$ cat src/rtl/branch_seq_pkg.sv
package branch_seq_pkg;
  localparam int DATA_W = 8;
  localparam int ADDR_W = 2 * DATA_W;
  localparam int MT_W   = 3;   // T index inside one machine cycle
  localparam int TN_W   = 5;   // T index inside one instruction

  typedef enum logic [3:0] {
    PH_FETCH,    // opcode fetch
    PH_FETCH2,   // second fetch after prefix
    PH_OPND_LO,  // first operand byte
    PH_OPND_HI,  // second operand byte
    PH_PUSH_HI,  // write return high byte
    PH_PUSH_LO,  // write return low byte
    PH_POP_LO,   // read (SP)
    PH_POP_HI,   // read (SP+1)
    PH_REL       // relative branch add
  } phase_t;

  localparam logic [DATA_W-1:0] OP_LOOP  = 8'h10;
  localparam logic [DATA_W-1:0] OP_CALL  = 8'hCD;
  localparam logic [DATA_W-1:0] OP_RET   = 8'hC9;
  localparam logic [DATA_W-1:0] OP_PFX   = 8'hED;
  localparam logic [DATA_W-1:0] OP_IRET2 = 8'h4D;
endpackage

$ cat src/rtl/branch_seq_rsync.sv
module branch_seq_rsync (
  input  logic clk,
  input  logic rst_n,
  output logic rst_core_n
);
  logic s1_q, s2_q;

  always_ff @(posedge clk or negedge rst_n) begin
    if (!rst_n) begin
      s1_q <= 1'b0;
      s2_q <= 1'b0;
    end else begin
      s1_q <= 1'b1;
      s2_q <= s1_q;
    end
  end

  assign rst_core_n = s2_q;
endmodule

$ cat src/rtl/branch_seq_cond.sv
module branch_seq_cond (
  input  logic [2:0] sel,
  input  logic       fz,
  input  logic       fc,
  input  logic       fpv,
  input  logic       fs,
  output logic       hit
);
  logic flag_pick;

  always_comb begin
    unique case (sel[2:1])
      2'b00:   flag_pick = fz;
      2'b01:   flag_pick = fc;
      2'b10:   flag_pick = fpv;
      default: flag_pick = fs;
    endcase
  end

  // even select tests flag clear, odd select tests flag set
  assign hit = sel[0] ? flag_pick : ~flag_pick;
endmodule

$ cat src/rtl/branch_seq_tctr.sv
module branch_seq_tctr
  import branch_seq_pkg::*;
(
  input  logic            clk,
  input  logic            rst_n,
  input  logic [MT_W-1:0] len,
  input  logic            fin,
  output logic [MT_W-1:0] tc,
  output logic            mend,
  output logic [TN_W-1:0] tnum
);
  logic [MT_W-1:0] tc_d;
  logic [TN_W-1:0] tnum_d;

  assign mend = (tc == (len - MT_W'(1)));

  always_comb begin
    tc_d   = mend ? '0 : tc + MT_W'(1);
    tnum_d = fin ? TN_W'(1) : tnum + TN_W'(1);
  end

  always_ff @(posedge clk or negedge rst_n) begin
    if (!rst_n) begin
      tc   <= '0;
      tnum <= TN_W'(1);
    end else begin
      tc   <= tc_d;
      tnum <= tnum_d;
    end
  end
endmodule

$ cat src/rtl/branch_seq.sv
module branch_seq
  import branch_seq_pkg::*;
#(
  parameter logic [ADDR_W-1:0] RST_PC = 16'h0000,
  parameter logic [ADDR_W-1:0] RST_SP = 16'h00F0,
  parameter logic [DATA_W-1:0] RST_B  = 8'h02
) (
  input  logic              clk,
  input  logic              rst_n,
  input  logic [DATA_W-1:0] mem_rdata,
  input  logic              flag_z,
  input  logic              flag_c,
  input  logic              flag_pv,
  input  logic              flag_s,
  output logic [ADDR_W-1:0] mem_addr,
  output logic [DATA_W-1:0] mem_wdata,
  output logic              mem_rd,
  output logic              mem_wr,
  output logic              m1,
  output logic              reti_seen,
  output logic              illegal,
  output logic              instr_end,
  output logic [TN_W-1:0]   tstate,
  output logic [ADDR_W-1:0] pc,
  output logic [ADDR_W-1:0] sp,
  output logic [DATA_W-1:0] breg
);
  localparam logic [ADDR_W-1:0] STEP1 = ADDR_W'(1);
  localparam logic [ADDR_W-1:0] STEP2 = ADDR_W'(2);

  logic            rst_core;
  logic [MT_W-1:0] len, tc;
  logic            mend, fin, bad, cc_hit;
  phase_t          ph_q, ph_d;
  logic [ADDR_W-1:0] pc_q, pc_d, sp_q, sp_d;
  logic [DATA_W-1:0] b_q, b_d, op_q, op_d, lo_q, lo_d, hi_q, hi_d;
  logic            take_q, take_d;
  logic            is_loop, is_call, is_callcc, is_ret, is_retcc, is_pfx;

  branch_seq_rsync u_rsync (.clk(clk), .rst_n(rst_n), .rst_core_n(rst_core));

  branch_seq_tctr u_tctr (
    .clk(clk), .rst_n(rst_core), .len(len), .fin(fin),
    .tc(tc), .mend(mend), .tnum(tstate)
  );

  branch_seq_cond u_cond (
    .sel(op_q[5:3]), .fz(flag_z), .fc(flag_c), .fpv(flag_pv), .fs(flag_s),
    .hit(cc_hit)
  );

  // opcode classes, valid from the third T state of the fetch onward
  assign is_loop   = (op_q == OP_LOOP);
  assign is_call   = (op_q == OP_CALL);
  assign is_ret    = (op_q == OP_RET);
  assign is_pfx    = (op_q == OP_PFX);
  assign is_callcc = (op_q[7:6] == 2'b11) && (op_q[2:0] == 3'b100);
  assign is_retcc  = (op_q[7:6] == 2'b11) && (op_q[2:0] == 3'b000);

  // machine-cycle length
  always_comb begin
    unique case (ph_q)
      PH_FETCH:   len = (is_loop || is_retcc) ? MT_W'(5) : MT_W'(4);
      PH_FETCH2:  len = MT_W'(4);
      PH_OPND_HI: len = take_q ? MT_W'(4) : MT_W'(3);
      PH_REL:     len = MT_W'(5);
      default:    len = MT_W'(3);
    endcase
  end

  // next state
  always_comb begin
    pc_d   = pc_q;
    sp_d   = sp_q;
    b_d    = b_q;
    op_d   = op_q;
    lo_d   = lo_q;
    hi_d   = hi_q;
    take_d = take_q;
    ph_d   = ph_q;
    fin    = 1'b0;
    bad    = 1'b0;
    if (ph_q == PH_FETCH && tc == MT_W'(1))  op_d = mem_rdata;
    if (ph_q == PH_FETCH2 && tc == MT_W'(1)) lo_d = mem_rdata;
    if (mend) begin
      unique case (ph_q)
        PH_FETCH: begin
          pc_d   = pc_q + STEP1;
          take_d = is_call | (is_callcc & cc_hit);
          if (is_loop) begin
            b_d  = b_q - DATA_W'(1);
            ph_d = PH_OPND_LO;
          end else if (is_call || is_callcc) begin
            ph_d = PH_OPND_LO;
          end else if (is_ret || (is_retcc && cc_hit)) begin
            ph_d = PH_POP_LO;
          end else if (is_retcc) begin
            fin = 1'b1;
          end else if (is_pfx) begin
            ph_d = PH_FETCH2;
          end else begin
            fin = 1'b1;
            bad = 1'b1;
          end
        end
        PH_FETCH2: begin
          pc_d = pc_q + STEP1;
          if (lo_q == OP_IRET2) ph_d = PH_POP_LO;
          else begin
            fin = 1'b1;
            bad = 1'b1;
          end
        end
        PH_OPND_LO: begin
          lo_d = mem_rdata;
          pc_d = pc_q + STEP1;
          if (!is_loop)           ph_d = PH_OPND_HI;
          else if (b_q == '0)     fin  = 1'b1;
          else                    ph_d = PH_REL;
        end
        PH_OPND_HI: begin
          hi_d = mem_rdata;
          pc_d = pc_q + STEP1;
          if (take_q) ph_d = PH_PUSH_HI;
          else        fin  = 1'b1;
        end
        PH_PUSH_HI: ph_d = PH_PUSH_LO;
        PH_PUSH_LO: begin
          pc_d = {hi_q, lo_q};
          sp_d = sp_q - STEP2;
          fin  = 1'b1;
        end
        PH_POP_LO: begin
          lo_d = mem_rdata;
          ph_d = PH_POP_HI;
        end
        PH_POP_HI: begin
          pc_d = {mem_rdata, lo_q};
          sp_d = sp_q + STEP2;
          fin  = 1'b1;
        end
        PH_REL: begin
          pc_d = pc_q + {{(ADDR_W-DATA_W){lo_q[DATA_W-1]}}, lo_q};
          fin  = 1'b1;
        end
        default: fin = 1'b1;
      endcase
      if (fin) ph_d = PH_FETCH;
    end
  end

  always_ff @(posedge clk or negedge rst_core) begin
    if (!rst_core) begin
      ph_q   <= PH_FETCH;
      pc_q   <= RST_PC;
      sp_q   <= RST_SP;
      b_q    <= RST_B;
      op_q   <= '0;
      lo_q   <= '0;
      hi_q   <= '0;
      take_q <= 1'b0;
    end else begin
      ph_q   <= ph_d;
      pc_q   <= pc_d;
      sp_q   <= sp_d;
      b_q    <= b_d;
      op_q   <= op_d;
      lo_q   <= lo_d;
      hi_q   <= hi_d;
      take_q <= take_d;
    end
  end

  // bus side
  always_comb begin
    unique case (ph_q)
      PH_PUSH_HI: mem_addr = sp_q - STEP1;
      PH_PUSH_LO: mem_addr = sp_q - STEP2;
      PH_POP_LO:  mem_addr = sp_q;
      PH_POP_HI:  mem_addr = sp_q + STEP1;
      default:    mem_addr = pc_q;
    endcase
  end

  assign mem_wdata = (ph_q == PH_PUSH_HI) ? pc_q[ADDR_W-1:DATA_W] : pc_q[DATA_W-1:0];
  assign m1        = (ph_q == PH_FETCH) || (ph_q == PH_FETCH2);
  assign mem_rd    = m1 || (ph_q == PH_OPND_LO) || (ph_q == PH_OPND_HI) ||
                     (ph_q == PH_POP_LO) || (ph_q == PH_POP_HI);
  assign mem_wr    = mend && ((ph_q == PH_PUSH_HI) || (ph_q == PH_PUSH_LO));
  assign reti_seen = mend && (ph_q == PH_FETCH2) && (lo_q == OP_IRET2);
  assign illegal   = bad;
  assign instr_end = fin;
  assign pc        = pc_q;
  assign sp        = sp_q;
  assign breg      = b_q;
endmodule

$ cat config.mk
export PLATFORM = sky130hd
export DESIGN_NAME = branch_seq
export DESIGN_NICKNAME = d
export VERILOG_FILES = /design/src/rtl/branch_seq_pkg.sv /design/src/rtl/branch_seq_rsync.sv /design/src/rtl/branch_seq_cond.sv /design/src/rtl/branch_seq_tctr.sv /design/src/rtl/branch_seq.sv
export SDC_FILE = /design/constraint.sdc
export NUM_CORES = 1
export LEC_CHECK = 0
export BUFFER_PORTS_ARGS = -buffer_cell sky130_fd_sc_hd__buf_2
export CORE_UTILIZATION = 50
export DETAILED_ROUTE_END_ITERATION = 8
export GPL_TIMING_DRIVEN = 0
export PLACE_DENSITY = 0.82
export SETUP_SLACK_MARGIN = 0.05
export SKIP_CTS_REPAIR_TIMING = 1
export SLEW_MARGIN = 40
export SYNTH_ARGS = -nofsm -noshare
export SYNTH_HDL_FRONTEND = slang
export SYNTH_HIERARCHICAL = 1
export SYNTH_SLANG_ARGS = --single-unit
$ cat constraint.sdc
create_clock -name clk -period 5.9 [get_ports clk]
set_clock_uncertainty 0.2 [all_clocks]
set_input_delay 1.77 -clock clk [delete_from_list [all_inputs] [get_ports clk]]
set_output_delay 1.77 -clock clk [all_outputs]
set_load 0.05 [all_outputs]
-- Word level (Yosys, flattened, before mapping)
Cells that the tools add are included.
- flip-flop bits (word level): 79
- output and inout port bits: 75
- bits of input ports: 14
- word-level logic and storage cells: 125
- add/subtract/negate cells: 10
- muxes and demuxes: 43
- reductions and logical operators: 33
- equal/unequal tests: 24
- bitwise operators: 3
- operators with widths (operator ; count):
    16-bit case mux with 4 select lines ; 2
    4-bit two-way mux ; 10
    16-bit by 1-bit adder with 16-bit output (second input constant) ; 2
    8-bit two-way mux ; 4
    16-bit case mux with 2 select lines ; 1
    8-bit equality test (second input constant) ; 3
    4-bit case mux with 6 select lines ; 1
    1-bit two-way mux ; 18
    16-bit adder ; 1
    16-bit by 2-bit adder with 16-bit output (second input constant) ; 1
    4-bit by 3-bit equality test with 1-bit output (second input constant) ; 4
    16-bit by 1-bit subtractor with 16-bit output (second input constant) ; 1
    16-bit by 2-bit subtractor with 16-bit output (second input constant) ; 1
    6-bit by 3-bit inequality test with 1-bit output (second input constant) ; 2
    3-bit case mux with 4 select lines ; 1
    1-bit logical OR ; 9
    4-bit by 2-bit equality test with 1-bit output (second input constant) ; 2
    8-bit by 5-bit equality test with 1-bit output (second input constant) ; 1
    8-bit by 7-bit equality test with 1-bit output (second input constant) ; 1
    1-bit logical AND ; 8
    8-bit zero test ; 1
    2-bit AND reduction ; 4
    8-bit by 1-bit subtractor with 8-bit output (second input constant) ; 1
    7-bit AND reduction ; 1
    30 further kinds ; 33

-- Logic depth before layout (Yosys ltp)
Gate-level depths: netlist of run 1.
- depth after elaboration: 13
- depth in mapped cells: 16
- mapped depth without buffers: 12

-- Modules after synthesis
Netlist of run 1, hierarchy kept.
- modules (own cells, without submodules) (module ; area an instance (um^2) ; instances ; sequential area each (um^2) ; cells an instance):
    branch_seq ; 4961.0 ; 1 ; 1707.9 ; 556
    branch_seq_tctr ; 404.1 ; 1 ; 201.4 ; 34
    branch_seq_rsync ; 53.8 ; 1 ; 50.0 ; 3
    branch_seq_cond ; 31.3 ; 1 ; 0.0 ; 2

-- Least setup slack after synthesis of run 1
No wires, ideal clock.
- kind: reg2out
- start point: reg ph_q[0]
- end point: out mem_wr
- arrival: 4.020 ns
- path buffers: 4
- stages on the path, launching flop included: 13
- path slack: -0.090 ns
- required time: 3.930 ns
- cell sequence: dfrtp_1 > buf_2 > clkbuf_1 > nand2_1 > a221o_1 > a311o_1 > inv_1 > ha_1 > xor3_1 > nor3_2 > clkbuf_1 > buf_2 > nor3b_1
- word-level cells in the longest chain between the ends: 5
- elaborated cells on any way between the ends: 11
- those cells by class: add/sub: 1; eq/ne: 6; mux: 1; reduce/logical: 3
- ends and longest elaborated chain (what ; RTL line ; source):
    from (decl) ; branch_seq.sv:34 ; phase_t ph_q, ph_d;
    from (signal assigned) ; branch_seq.sv:163 ; ph_q <= ph_d;
    4-bit equality test, or another cell as far along ; branch_seq.sv:62 ; unique case (ph_q)
    3-bit case mux with 4 select lines (*) ; branch_seq.sv:62 ;
    via len[1] ; branch_seq.sv:32 ; logic [MT_W-1:0] len, tc;
    3-bit by 1-bit subtractor with 3-bit output (*) ; branch_seq_tctr.sv:15 ; assign mend = (tc == (len - MT_W'(1)));
    3-bit equality test (*) ; branch_seq_tctr.sv:15 ;
    via mend ; branch_seq.sv:33 ; logic mend, fin, bad, cc_hit;
    1-bit logical AND (*) ; branch_seq.sv:189 ; assign mem_wr = mend && ((ph_q == PH_PUSH_HI) || (ph_q == PH_PUSH_LO));
    to (decl) ; branch_seq.sv:18 ; output logic mem_wr,
The timed path passes the listed nets; every way through them passes the cells marked *.

-- Worst setup path after layout of run 1
- start point: in flag_s
- end point: out instr_end
- word-level cells in the longest chain between the ends: 11
- ends and longest elaborated chain (what ; RTL line ; source):
    from (decl) ; branch_seq.sv:14 ; input logic flag_s,
    1-bit case mux with 3 select lines (*) ; branch_seq_cond.sv:12 ; unique case (sel[2:1])
    1-bit inverter ; branch_seq_cond.sv:21 ; assign hit = sel[0] ? flag_pick : ~flag_pick;
    1-bit two-way mux (*) ; branch_seq_cond.sv:21 ;
    via cc_hit ; branch_seq.sv:33 ;
    1-bit logical AND (*) ; branch_seq.sv:95 ; end else if (is_ret || (is_retcc && cc_hit)) begin
    1-bit logical OR (*) ; branch_seq.sv:95 ;
    1-bit two-way mux (*) ; branch_seq.sv:95 ;
    1-bit two-way mux (*) ; branch_seq.sv:93 ; end else if (is_call || is_callcc) begin
    1-bit two-way mux (*) ; branch_seq.sv:90 ; if (is_loop) begin
    1-bit case mux with 5 select lines (*) ; branch_seq.sv:86 ; unique case (ph_q)
    1-bit two-way mux (*) (2 in series) ; branch_seq.sv:85 ; if (mend) begin
    to (decl) ; branch_seq.sv:22 ; output logic instr_end,
The timed path passes the listed nets; every way through them passes the cells marked *. The select of a mux whose other input is x is not followed.

==> metrics.json, run 1 <==
{
  "result_of_the_run": "completed",
  "synth_top_area_share": 0.3306,
  "fp.dieW_um": 106.4,
  "number_of_global_route_vias_before_repair": 4818,
  "finish.net_count": 733,
  "numPortBuffers": 87,
  "clock_latency_ns": 0.37,
  "kind_of_path_behind_the_tightest_hold_check": "reg -> async",
  "crit_path_end_kind": "output pin",
  "initial_utilization": 0.5209,
  "io_pins": 89,
  "synthesis.area_sq_um": 5450,
  "category_of_the_most_critical_setup_path": "in -> out",
  "max_clock_freq_mhz": 173.7,
  "num_vias": 5071,
  "floorplan.die.height_um": 106.4,
  "place_ws_ns": -0.04075,
  "gp_congestion": 0.9926,
  "tritoncts": "built",
  "synth.ff_latch_count": 78,
  "critical_path.cell_chain": "buf_2, mux4_2, xnor2_1, nand2b_1, a2111oi_4, nor4_2, a311oi_2, and2b_2, buf_4",
  "synth.lib_cells_used.distinct": 77,
  "largest_net_degree_at_the_start_of_global_routing": 42,
  "setup_slack_ns": 0.1433,
  "vias_cell": 6.059,
  "finalHoldViolations": 0,
  "ys.warnings.count": 6,
  "synth_seq_area_share": 0.3595,
  "total_leakage_power_uw": 0.002983,
  "floorplan.core_area_sq_um": 10460,
  "grt-ovfl-total": 0,
  "synth_edf_count": 0,
  "wl_um": 14850,
  "synthesis.instances": 595,
  "power_uw": 3216,
  "final_layout_size_suffix_gt1_frac": 0.2739,
  "p_per_area_nw_per_um2": 508.2,
  "detailed_placement_hpwl_um": 11120,
  "instances_no_fill": 837,
  "critPathArrivalTime_ns": 3.79,
  "synth_area_leaders": "dfrtp_1, mux2_2, ha_1, xor2_1, nand2_1",
  "slew_headroom": 0.4782,
  "synth_area_leader_cell": "dfrtp_1",
  "placed_cells_incl_taps": 819,
  "synthesis.area_per_instance_sq_um": 9.160,
  "post_route_clock_period_utilization": 0.9757,
  "critical_path.max_stage_delay_ns": 0.47,
  "worst_max_slew_pin_slew_ns": 0.7785,
  "clock_path_buffers": 2,
  "asyncSetResetFlopFracSynth": 1.000,
  "synth_fp_nets": 632,
  "layout-area-overhead-vs-synth_pct": 16.12,
  "wire_per_inst_um": 17.74,
  "fp.dieArea_sq_um": 11320,
  "globalRouteTotalUtil": 0.2663,
  "first_pass_drt_iterations": 7,
  "first_pass_grt_wire_length_um": 23630,
  "drc": 0,
  "grt_setup_unrepaired": "false",
  "drt.antenna.violating_nets": 0,
  "cts_made_buffers": 9,
  "cp-start-kind": "primary input",
  "cts_root_buffer": "clkbuf_8",
  "utilization": 0.6049,
  "cts.reportedPaths.clkPinSlew_ns": 0.08,
  "slowest_stage": "mux4_2",
  "n_antenna_cell": 0,
  "cp_data_required_time_ns": 3.93,
  "fp-row-count": 37,
  "finalMaxSlewViolations": 0,
  "fin_crit_ns": 5.757,
  "maxCapViolCount": 0,
  "grt_antenna_before_repair": 0,
  "fin_tns_setup_ns": 0,
  "ys.flop_type": "dfrtp_1",
  "dr.first_iter.drc_count": 379,
  "final-setup-viol-count": 0,
  "vdd_drop_max_v": 0.0003625,
  "path_max_fanout": 4,
  "cts.htree.levels": 3,
  "clkSinkCount": 78
}
## synthesized netlist by cell type (5+ instances only)
library cell / count
inv_1: 20
a31oi_1: 5
ha_1: 22
nand3_1: 13
xnor2_1: 19
o21ai_0: 41
a21o_1: 5
o22ai_1: 5
and3_1: 8
nor4_1: 6
a21oi_1: 37
a211oi_1: 5
xor2_1: 30
dfstp_2: 6
nand2b_1: 7
and2_1: 8
clkbuf_1: 14
mux2i_1: 10
dfrtp_1: 72
buf_2: 10
mux2_2: 34
nor2_1: 44
nand2_1: 62
nor3_1: 19
nand4_1: 8
## cells in the final DEF (no fill, tap or decap), types with 3 or more instances in the layout
| master | netlist | layout |
|---|---|---|
| buf_2 | 10 | 94 |
| nor3b_1 | 4 | 3 |
| a211oi_1 | 5 | 5 |
| mux2_2 | 34 | 34 |
| or3_1 | 4 | 4 |
| nor2b_1 | 4 | 4 |
| o32ai_1 | 3 | 3 |
| nand2_1 | 62 | 62 |
| nand2b_1 | 7 | 7 |
| a21o_1 | 5 | 5 |
| a31oi_1 | 5 | 5 |
| o31ai_1 | 3 | 3 |
| ha_1 | 22 | 22 |
| or3_4 | 3 | 3 |
| nor3_1 | 19 | 19 |
| buf_4 | 4 | 9 |
| nand4_1 | 8 | 8 |
| clkbuf_1 | 14 | 13 |
| dfrtp_1 | 72 | 71 |
| and2_1 | 8 | 8 |
| o21ai_0 | 41 | 41 |
| clkbuf_8 | 0 | 10 |
| and3_1 | 8 | 8 |
| xor2_1 | 30 | 30 |
| a21oi_1 | 37 | 37 |
| nand3_1 | 13 | 13 |
| nor2_1 | 44 | 44 |
| xnor2_1 | 19 | 19 |
| mux2i_1 | 10 | 10 |
| dfstp_2 | 6 | 6 |
| o22ai_1 | 5 | 5 |
| inv_1 | 20 | 20 |
| nor4_1 | 6 | 5 |
| buf_6 | 3 | 3 |
## worst max-delay path, delay by kind of cell
| kind | cells | cell delay, ns |
|---|---|---|
| AOI/OAI and AO/OA | 2 | 0.61 |
| xor gates and xnor gates | 1 | 0.14 |
| muxes | 1 | 0.47 |
| and+or+nand+nor | 3 | 0.50 |
| buffers and inverters | 2 | 0.29 |
## layer usage
metal / part of all wire / global-route usage
met5: 0 / 0
met4: 0.038 / 0.1200
met3: 0.079 / 0.03985
met2: 0.48 / 0.4365
met1: 0.41 / 0.3469
## cells by family (layout without fill, tap and decap cells)
logic type,count (synthesis),in the layout,synth area share
compound gates,131,131,0.1524
simple gates,212,212,0.2103
xor+xnor,50,50,0.08310
fa+ha+maj,23,23,0.05418
flops,78,78,0.3595
mux,45,45,0.09275
other cells,2,2,0.001378
buf+inv,54,160,0.04637
## state kept, by name (all words and copies together), names as in the netlist
register,flops
op_q,8
ph_q,4
take_q,1
hi_q,8
lo_q,8
sp,15
u_rsync/rst_core_n,1
u_tctr/tc,3
u_rsync/s1_q,1
pc,16
breg,8
u_tctr/tnum,5
## area by class of cell
type / count / area (sq um)
Tap cell: 136 / 170.2
Inverter: 21 / 78.83
Sequential cell: 78 / 1963
Multi-Input combinational cell: 463 / 3257
Timing Repair Buffer: 90 / 475.5
Buffer: 33 / 183.9
Clock buffer: 11 / 141.4
Fill cell: 935 / 4134
Clock inverter: 5 / 58.81
## through the flow
stage / hold slack (ns) / instance area [sq um]
6_report: 0.09713 / 6329
3_5_place_dp: 0.1122 / 6085
5_1_grt: 0.1461 / 6329
4_1_cts: 0.1206 / 6285
3_3_place_gp: 0.1388 / 6061
2_1_floorplan: 0.1312 / 5455
## power breakdown
| part | total (uW) | internal, uW | switching [uW] | leakage (uW) |
|---|---|---|---|---|
| clock | 418 | 207 | 211 | 0.0000955 |
| sequential | 888 | 690 | 198 | 0.000955 |
| combinational | 1910 | 627 | 1280 | 0.00193 |
## final timing paths
| kind | slack (ns) | to | cells after the start | from |
|---|---|---|---|---|
| setup / recovery | 0.14 | instr_end | 9 | flag_s |
| hold / removal | 0.1 | op_q[6]$_DFFE_PN0P_ | 0 | u_rsync/rst_core_n$_DFF_PN0_ |
| setup reg to reg | 1.74 | pc[12]$_DFFE_PN0P_ | 16 | ph_q[0]$_DFFE_PN0P_ |
| hold reg to reg | 0.1 | op_q[6]$_DFFE_PN0P_ | 0 | u_rsync/rst_core_n$_DFF_PN0_ |
| max in group asynchronous | 4.42 | u_rsync/rst_core_n$_DFF_PN0_ | 1 | rst_n |
| min in group clk | 0.16 | u_rsync/rst_core_n$_DFF_PN0_ | 0 | u_rsync/s1_q$_DFF_PN0_ |
No activity file was read; power rests on OpenSTA's default activity.
==> run 2, diff against run 1 <==
--- a/config.mk
+++ b/config.mk
@@ -6,10 +6,11 @@
 export NUM_CORES = 1
 export LEC_CHECK = 0
 export BUFFER_PORTS_ARGS = -buffer_cell sky130_fd_sc_hd__buf_2
-export CORE_UTILIZATION = 50
+export CORE_ASPECT_RATIO = 0.9
+export CORE_UTILIZATION = 55
 export DETAILED_ROUTE_END_ITERATION = 8
 export GPL_TIMING_DRIVEN = 0
-export PLACE_DENSITY = 0.82
+export PLACE_DENSITY = 0.88
 export SETUP_SLACK_MARGIN = 0.05
 export SKIP_CTS_REPAIR_TIMING = 1
 export SLEW_MARGIN = 40
==> run 2 against run 1 <==
Fmax down 0.84%. Highest routed layer unchanged. Non-clock buffer count is 1 lower. Critical path depth is the same.
==> metrics.json, run 2 (synthesized netlist as in run 1, its figures left out) <==
{
  "reg2reg_depth": {"value": 16, "change": "unchanged"},
  "p_per_area": {"value": 510.6, "unit": "nW/um^2", "change": "+0.46%"},
  "num_vias": {"value": 5023, "change": "-0.95%"},
  "grt_antenna_before_repair": {"value": 0, "change": "unchanged"},
  "wire_per_inst": {"value": 17.56, "unit": "um", "change": "-1.1%"},
  "max_clock_freq": {"value": 172.3, "unit": "MHz", "change": "-0.84%"},
  "fp.dieW": {"value": 106.9, "unit": "um", "change": "+0.49%"},
  "n_antenna_cell": {"value": 0, "change": "unchanged"},
  "regToRegSetupSlack": {"value": 1.49, "unit": "ns", "change": "-0.25 ns"},
  "critical_path.cell_chain": "buf_2, mux4_2, xnor2_1, nand2b_1, a2111oi_4, nor4_1, a311oi_1, and2b_2, clkbuf_4",
  "gp_congestion": {"value": 0.9162, "change": "-7.7%"},
  "fp.dieArea": {"value": 10310, "unit": "sq um", "change": "-8.9%"},
  "path_max_fanout": {"value": 3, "change": "-1"},
  "grt-ovfl-total": {"value": 0, "change": "unchanged"},
  "critPathArrivalTime": {"value": 3.84, "unit": "ns", "change": "+0.05 ns"},
  "final.fill_count": {"value": 793, "change": "-15%"},
  "tritoncts": "built",
  "critical_path.max_stage_delay": {"value": 0.47, "unit": "ns", "change": "about the same"},
  "detailed_placement_hpwl": {"value": 11050, "unit": "um", "change": "-0.71%"},
  "cts_root_buffer": "clkbuf_8",
  "clock_path_buffers": {"value": 2, "change": "unchanged"},
  "globalRouteTotalUtil": {"value": 0.2939, "change": "+0.02767"},
  "drc": {"value": 0, "change": "unchanged"},
  "regToRegStartpoint": "ph_q[0]$_DFFE_PN0P_",
  "fin_crit": {"value": 5.806, "unit": "ns", "change": "+0.04883 ns"},
  "wl": {"value": 14480, "unit": "um", "change": "-2.5%"},
  "seqCellArea": {"value": 1963, "unit": "sq um", "change": "unchanged"},
  "cp_data_required_time": {"value": 3.93, "unit": "ns", "change": "about the same"},
  "floorplan.die.height": {"value": 96.44, "unit": "um", "change": "-9.4%"},
  "dr.first_iter.drc_count": {"value": 275, "change": "-27%"},
  "vdd_drop_max": {"value": 0.0004038, "unit": "V", "change": "+11%"},
  "first_pass_drt_iterations": {"value": 5, "change": "-2"},
  "initial_utilization": {"value": 0.5644, "change": "+0.04347"},
  "finalHoldViolations": {"value": 0, "change": "unchanged"},
  "layout.cells.most_common": "buf_2",
  "mostFrequentLayoutCells": "buf_2, dfrtp_1, nand2_1, nor2_1, o21ai_0",
  "clkSinkCount": {"value": 78, "change": "unchanged"},
  "worst_max_slew_pin_slew": {"value": 0.6645, "unit": "ns", "change": "-0.1139 ns"},
  "placed_cells_incl_taps": {"value": 809, "change": "-1.2%"},
  "power": {"value": 3224, "unit": "uW", "change": "+0.22%"},
  "category_of_the_most_critical_setup_path": "in -> out",
  "fp-row-count": {"value": 34, "change": "-8.1%"},
  "multi_input_area": {"value": 3257, "unit": "sq um", "change": "unchanged"},
  "setup.worst_path.start": "flag_s",
  "final-setup-viol-count": {"value": 0, "change": "unchanged"},
  "io_pins": {"value": 89, "change": "unchanged"},
  "largest_net_degree_at_the_start_of_global_routing": {"value": 42, "change": "unchanged"},
  "place_ws": {"value": -0.06577, "unit": "ns", "change": "-0.02502 ns"},
  "cts.htree.levels": {"value": 3, "change": "unchanged"},
  "path_buf_inv": {"value": 2, "change": "unchanged"},
  "largest_register_ff_count": {"value": 16, "change": "unchanged"},
  "crit_path_end_kind": "output pin",
  "layout-area-overhead-vs-synth_pct": 15.84,
  "critical-path-top-delay-family": "compound AO/OA/AOI/OAI gates",
  "numPortBuffers": {"value": 87, "change": "unchanged"},
  "cp-start-kind": "primary input",
  "total_leakage_power": {"value": 0.002978, "unit": "uW", "change": "-0.17%"},
  "finish.net_count": {"value": 732, "change": "-0.14%"},
  "final_layout_size_suffix_gt1_frac": {"value": 0.2704, "change": "-0.003508"},
  "instances_no_fill": {"value": 825, "change": "-1.4%"},
  "first_pass_grt_wire_length": {"value": 23520, "unit": "um", "change": "-0.50%"},
  "cts.reportedPaths.clkPinSlew": {"value": 0.09, "unit": "ns", "change": "about the same"},
  "drt.antenna.violating_nets": {"value": 0, "change": "unchanged"},
  "grt_setup_unrepaired": "true",
  "slowest_stage": "mux4_2",
  "kind_of_path_behind_the_tightest_hold_check": "reg -> async",
  "finalMaxSlewViolations": {"value": 0, "change": "unchanged"},
  "setup_slack": {"value": 0.09450, "unit": "ns", "change": "-0.04883 ns"},
  "floorplan.core_area": {"value": 9657, "unit": "sq um", "change": "-7.7%"},
  "result_of_the_run": "completed",
  "number_of_global_route_vias_before_repair": {"value": 4819, "change": "+0.021%"},
  "slew_headroom": {"value": 0.5546, "change": "+0.07636"},
  "maxCapViolCount": {"value": 0, "change": "unchanged"},
  "r2r-end": "pc[13]$_DFFE_PN0P_",
  "vias_cell": {"value": 6.088, "change": "+0.49%"},
  "fin_hold_ws": {"value": 0.1243, "unit": "ns", "change": "+0.02720 ns"},
  "clock_latency": {"value": 0.37, "unit": "ns", "change": "about the same"},
  "post_route_clock_period_utilization": {"value": 0.9840, "change": "+0.008276"},
  "cts_made_buffers": {"value": 9, "change": "unchanged"}
}
## run 2: area by class of cell
cell class | instances | share of cell area
plain buffers | 32 | 0.02834
clock buffers | 10 | 0.02180
clock inverters | 5 | 0.009314
inverters | 21 | 0.01249
multi-input cells | 463 | 0.5159
flip-flops and latches | 78 | 0.3109
well taps | 126 | 0.02497
repair buffers | 90 | 0.07630
## run 2: power by group
group / internal (uW) / total, uW / switching (uW)
Clock: 206 / 419 / 213
Sequential: 690 / 889 / 199
Combinational: 622 / 1920 / 1290
Total: 1520 / 3220 / 1710
## run 2: routing by layer
layer / wire [um] / track usage / vias to the layer above
li1: - / - / 2318
met1: 6276 / 0.3777 / 2406
met2: 6646 / 0.4892 / 267
met3: 1223 / 0.06237 / 32
met4: 337 / 0.1164 / 0
met5: 0 / 0 / -
## run 2: through the flow
stage / setup TNS (ns) / utilization / area, sq um
floorplan: 0 / - / 5455
global placement: -0.08134 / 0.6263 / 6048
detailed placement: -0.06577 / 0.6288 / 6072
CTS: -1.220 / 0.6491 / 6269
global route: 0 / 0.6538 / 6314
finish: 0 / 0.6538 / 6314
## run 2: how the worst max path moves through the flow
stage / to / cells after the start / slack [ns]
final: instr_end / 9 / 0.09
after global routing: instr_end / 9 / 0.002
after CTS: instr_end / 13 / -0.39
after detailed placement: instr_end / 9 / -0.07
after global placement: instr_end / 9 / -0.08
after floorplan: instr_end / 7 / 0.29
